**src/rtl/exec_mode_pkg.sv**
```systemverilog
package exec_mode_pkg;

  typedef enum logic {
    MAIN_LEGACY = 1'b0,
    MAIN_LONG   = 1'b1
  } main_mode_e;

  typedef enum logic [2:0] {
    SUB_REAL   = 3'd0,
    SUB_V86    = 3'd1,
    SUB_PROT   = 3'd2,
    SUB_COMPAT = 3'd3,
    SUB_64     = 3'd4
  } sub_mode_e;

  localparam int CODE_W = 2;
  localparam logic [CODE_W-1:0] SZ_16 = 2'd1;
  localparam logic [CODE_W-1:0] SZ_32 = 2'd2;
  localparam logic [CODE_W-1:0] SZ_64 = 2'd3;

  typedef struct packed {
    main_mode_e        main;
    sub_mode_e         sub;
    logic [1:0]        cpl;
    logic              paging;
    logic              prot;
    logic [CODE_W-1:0] op_def;
    logic [CODE_W-1:0] op_alt;
    logic [CODE_W-1:0] ad_def;
    logic [CODE_W-1:0] ad_alt;
    logic [CODE_W-1:0] stk;
  } exec_summary_t;

  localparam int SUMMARY_W = $bits(exec_summary_t);

endpackage

```
**src/rtl/exec_mode_classify.sv**
```systemverilog
module exec_mode_classify
  import exec_mode_pkg::*;
(
  input  logic       lma_i,
  input  logic       pe_i,
  input  logic       vm_i,
  input  logic       cs_long_i,
  output main_mode_e main_o,
  output sub_mode_e  sub_o
);

  always_comb begin
    if (lma_i) begin
      main_o = MAIN_LONG;
      sub_o  = cs_long_i ? SUB_64 : SUB_COMPAT;
    end else begin
      main_o = MAIN_LEGACY;
      if (!pe_i)     sub_o = SUB_REAL;
      else if (vm_i) sub_o = SUB_V86;
      else           sub_o = SUB_PROT;
    end
  end

endmodule

```
**src/rtl/exec_size_select.sv**
```systemverilog
module exec_size_select
  import exec_mode_pkg::*;
(
  input  logic              is64_i,
  input  logic              cs_dsz_i,
  input  logic              ss_dsz_i,
  output logic [CODE_W-1:0] op_def_o,
  output logic [CODE_W-1:0] op_alt_o,
  output logic [CODE_W-1:0] ad_def_o,
  output logic [CODE_W-1:0] ad_alt_o,
  output logic [CODE_W-1:0] stk_o
);

  always_comb begin
    // operand: 64-bit code still defaults to 32-bit operands
    if (is64_i || cs_dsz_i) begin
      op_def_o = SZ_32;
      op_alt_o = SZ_16;
    end else begin
      op_def_o = SZ_16;
      op_alt_o = SZ_32;
    end

    if (is64_i) begin
      ad_def_o = SZ_64;
      ad_alt_o = SZ_32;
    end else if (cs_dsz_i) begin
      ad_def_o = SZ_32;
      ad_alt_o = SZ_16;
    end else begin
      ad_def_o = SZ_16;
      ad_alt_o = SZ_32;
    end

    if (is64_i)        stk_o = SZ_64;
    else if (ss_dsz_i) stk_o = SZ_32;
    else               stk_o = SZ_16;
  end

endmodule

```
**src/rtl/exec_mode_decoder.sv**
```systemverilog
module exec_mode_decoder
  import exec_mode_pkg::*;
#(
  parameter int IDX_W    = 6,
  parameter int SELF_IDX = 33,
  parameter int DPL_W    = 2
) (
  input  logic                 clk_i,
  input  logic                 rst_ni,
  input  logic                 lma_i,
  input  logic                 cr0_pe_i,
  input  logic                 cr0_pg_i,
  input  logic                 flags_vm_i,
  input  logic                 cs_long_i,
  input  logic                 cs_dsz_i,
  input  logic [DPL_W-1:0]     cs_dpl_i,
  input  logic                 ss_dsz_i,
  input  logic                 refresh_i,
  input  logic                 wr_en_i,
  input  logic [IDX_W-1:0]     wr_idx_i,
  output logic [SUMMARY_W-1:0] summary_o,
  output logic                 dec_update_o
);

  localparam logic [IDX_W-1:0] SELF_IDX_L = IDX_W'(SELF_IDX);

  main_mode_e        main_n;
  sub_mode_e         sub_n;
  logic [CODE_W-1:0] op_def_n, op_alt_n, ad_def_n, ad_alt_n, stk_n;
  exec_summary_t     next_sum, sum_q;
  logic              recompute;
  logic              upd_q;

  exec_mode_classify u_classify (
    .lma_i     (lma_i),
    .pe_i      (cr0_pe_i),
    .vm_i      (flags_vm_i),
    .cs_long_i (cs_long_i),
    .main_o    (main_n),
    .sub_o     (sub_n)
  );

  exec_size_select u_sizes (
    .is64_i   (sub_n == SUB_64),
    .cs_dsz_i (cs_dsz_i),
    .ss_dsz_i (ss_dsz_i),
    .op_def_o (op_def_n),
    .op_alt_o (op_alt_n),
    .ad_def_o (ad_def_n),
    .ad_alt_o (ad_alt_n),
    .stk_o    (stk_n)
  );

  always_comb begin
    next_sum        = '0;
    next_sum.main   = main_n;
    next_sum.sub    = sub_n;
    next_sum.cpl    = 2'(cs_dpl_i);
    next_sum.paging = cr0_pg_i;
    next_sum.prot   = cr0_pe_i;
    next_sum.op_def = op_def_n;
    next_sum.op_alt = op_alt_n;
    next_sum.ad_def = ad_def_n;
    next_sum.ad_alt = ad_alt_n;
    next_sum.stk    = stk_n;
  end

  assign recompute = refresh_i | (wr_en_i && (wr_idx_i == SELF_IDX_L));

  always_ff @(posedge clk_i or negedge rst_ni) begin
    if (!rst_ni) begin
      sum_q <= '0;
      upd_q <= 1'b0;
    end else begin
      upd_q <= recompute;
      if (recompute) sum_q <= next_sum;
    end
  end

  assign summary_o    = sum_q;
  assign dec_update_o = upd_q;

endmodule

```
**config.mk**
```make
export PLATFORM = sky130hd
export DESIGN_NAME = exec_mode_decoder
export DESIGN_NICKNAME = d
export VERILOG_FILES = /design/src/rtl/exec_mode_pkg.sv /design/src/rtl/exec_mode_classify.sv /design/src/rtl/exec_size_select.sv /design/src/rtl/exec_mode_decoder.sv
export SDC_FILE = /design/constraint.sdc
export NUM_CORES = 1
export LEC_CHECK = 0
export BUFFER_PORTS_ARGS = -buffer_cell sky130_fd_sc_hd__buf_2
export CORE_ASPECT_RATIO = 1.5
export CORE_MARGIN = 10
export CORE_UTILIZATION = 40
export CTS_CLUSTER_DIAMETER = 150
export CTS_CLUSTER_SIZE = 28
export DETAILED_ROUTE_END_ITERATION = 8
export GPL_TIMING_DRIVEN = 0
export PLACE_DENSITY = 0.83
export SLEW_MARGIN = 20
export SYNTH_ARGS = -nofsm -noshare
export SYNTH_HDL_FRONTEND = slang
export SYNTH_HIERARCHICAL = 1
export SYNTH_SLANG_ARGS = --single-unit
```
**constraint.sdc**
```tcl
create_clock -name clk_i -period 0.8 [get_ports clk_i]
set_input_delay 0.16 -clock clk_i [delete_from_list [all_inputs] [get_ports clk_i]]
set_output_delay 0.16 -clock clk_i [all_outputs]
set_load 0.01 [all_outputs]
```
==> metrics.md <==
| Metric | Value |
|---|---|
| Status | `complete, but fails checks` |
| Failing checks | `negative setup slack` |
| Area of the multi-input gates | `around 440 um^2` |
| Remaining DRCs | `0` |
| Synth Warn # | `6` |
| Setup slack, reg-to-reg | `-0.10 ns` |
| Grt ovf | `0` |
| Vias | `682` |
| Worst setup endpoint | `summary_o[9]` |
| Root buf cell | `clkbuf_4` |
| Post-Synthesis Cells | `60` |
| Final WS setup | `-0.297 ns` |
| Mapped cell area | `between 800 and 900 um^2` |
| # setup viols final | `38` |
| Worst-margin pin slew | `0.421 ns` |
| CTS sink cnt | `19` |
| Initial antenna violation count | `0` |
| Synth unique cells | `17` |
| Fin. Hold Viols | `0` |
| Crit path max-delay cell type | `or2_4` |
| Inserted Clock Buffers | `3` |
| Crit end category | `flip-flop` |
| Row count | `20` |
| Reg-to-reg startpoint | `summary_o[15]` |
| Crit Path Max Fanout | `5` |
| Share of cells above drive strength 1 | `0.763` |
| Fin area | `1410 um^2` |
| Critical Path Source | `lma_i` |
| Post-Place Worst Slack | `-0.701 ns` |
| Syn Nets | `79` |
| DR vias/cell | `4.87` |
| Max VDD drop | `0.991 mV` |
| Htree depth | `1` |
| Period utilisation layout | `1.37` |
| Period minus WS final | `around 1.1 ns` |
| Core Region | `2080 um^2` |
| RSZ-0062 raised after global routing | `true` |
| First-pass GRT wire length | `3800 um` |
| Die Wd | `just under 60 um` |
| WS Path Type | `primary input to flip-flop` |
| Critical R2R Capture | `summary_o[15]` |
| I/O pins | `38` |
| I/O Buffers | `37` |
| Largest net degree at the start of global routing | `20` |
| Fin. max-slew vios | `0` |
| Full die area | `4570 um^2` |
| Worst rel slew slack | `0.719` |
| Startpoint Class | `primary input` |
| Final wirelength | `2400 um` |
| WL per Instance | `17.2 um` |
| CTS clock-pin slew for the worst setup and hold paths | `0.10 ns` |
| Worst hold path type | `primary input to flip-flop` |
| Crit path largest cell delay | `0.25 ns` |
| Post-Route Skew | `0 ns` |
| GP Congestion | `between 0.7 and 0.8` |
| Initial Util | `0.431` |
| Clock buffer depth | `2` |
| Number of antenna repair diodes | `0` |
| DRT iter0 DRCs | `10` |
| Routed Antenna Nets | `0` |
| Hpwl dp | `about 1700 um` |
| Seq/Total Area, Yosys | `0.531` |
| Syn_area_per_cell | `14.9 um^2` |
| Clk_lat worst skew | `0.29 ns` |
| Gr usage total | `0.106` |
| #FFs+latches synth | `19` |
| Fin nets | `~140` |
| Filler cell count | `roughly 150` |
| CTS tree | `yes` |
| Vias in the first global route | `770` |
| Leakage power figure | `0.000728 uW` |
| Worst EP required | `about 1 ns` |
| Cell Area, Placed | `1140 um^2` |
| CP cell instances | `buf_8 > nand2b_4 > o21ai_4 > nor3b_4 > or2_4 > buf_4 > mux2_2` |
| Most common cell after layout, fill and taps aside | `buf_2` |
| # Max-Cap Violations | `0` |
| Achievable Freq | `just over 900 MHz` |
| Data arrival time of the critical path | `approximately 1.3 ns` |
| Register area | `475 um^2` |
| Most frequent cells in the layout | `32 x buf_2, 19 x dfrtp_1, 16 x buf_4` |
| R2r worst-path depth | `2` |
| Die height | `77.9 um` |
| Pre-antenna DRT Iters | `4` |
| Cell area power density | `1630 nW/um^2` |
| Area Growth Syn to Fin | `57.6%` |
## stage by stage
stage	utilization	hold WS (ns)	setup TNS [ns]	instances	power [uW]
after global routing	0.679	0.0751	-8.11	140	2430
after CTS	0.662	0.0933	-7.45	137	2280
after detailed placement	0.549	0.117	-11.27	119	1670
after floorplan	-	-0.136	-6.84	60	1440
final	0.679	0.0971	-7.10	140	2300
after global placement	0.549	0.105	-10.48	119	1640
## state kept, by name (all words and copies together), names as in the netlist
name,flops
summary_o,18
dec_update_o,1
## layer usage
metal | vias to the layer above | wire length (um) | part of all wire | global-route usage
li1 | 317 | - | - | -
met1 | 340 | 800 | 0.33 | 0.0979
met2 | 23 | 1360 | 0.57 | 0.192
met3 | 2 | 201 | 0.084 | 0.0358
met4 | 0 | 40 | 0.017 | 0.0622
met5 | - | 0 | 0 | 0
## layout make-up
class                   count  area share
plain buffers               5      0.0293
repair buffers             55       0.279
clock buffers               4      0.0186
inverters                   2     0.00532
flip-flops and latches     19       0.337
well taps                  22      0.0195
multi-input cells          33       0.311
## worst max-delay path: cells and delay by family
family                 cells  cell delay (ns)
multiplexers               1             0.25
buffers and inverters      2             0.23
AND/OR/NAND/NOR            3             0.48
AO/OA/AOI/OAI              1             0.16
## synth_stat cells (all sizes together)
cell    count  area [um^2]
dfrtp      19          475
mux2       18          236
buf         6         48.8
nand2b      4         32.5
inv         2         7.51
nor2        2         7.51
nor3b       2         20.0
o21ai       2         13.8
or2         2         12.5
a41oi       1         27.5
and2        1         6.26
nor2b       1         6.26
## repair_timing
action / CTS / global route
cloned: 1 / 0
pin swaps: 5 / 1
setup buffers: 12 / 4
resized for setup: 17 / 5
hold buffers: 1 / 0
hold endpoints to repair: 19 / 0
setup endpoints to repair: 38 / 38
## power breakdown
part / internal, uW / switching (uW) / leakage, uW
Sequential: 1060 / 57.6 / 0.000224
Clock: 194 / 273 / 0.0000150
Combinational: 436 / 278 / 0.000489
## cells by family after synthesis
kind of cell    after synthesis  share of synthesized area
flops                        19                      0.531
mux                          18                      0.264
simple gates                 12                     0.0951
buf+inv                       8                     0.0629
compound gates                3                     0.0462
## worst min-delay path by stage
stage               endpoint     start  slack [ns]  depth (start not counted)
6_report       summary_o[11]  cr0_pg_i         0.1                          2
5_1_grt        summary_o[11]  cr0_pg_i        0.08                          2
4_1_cts        summary_o[11]  cr0_pg_i        0.09                          2
3_5_place_dp   summary_o[10]    rst_ni        0.12                          1
3_3_place_gp   summary_o[16]    rst_ni        0.10                          1
2_1_floorplan   dec_update_o    rst_ni       -0.14                          0
Power figures use the tool's default switching activity.
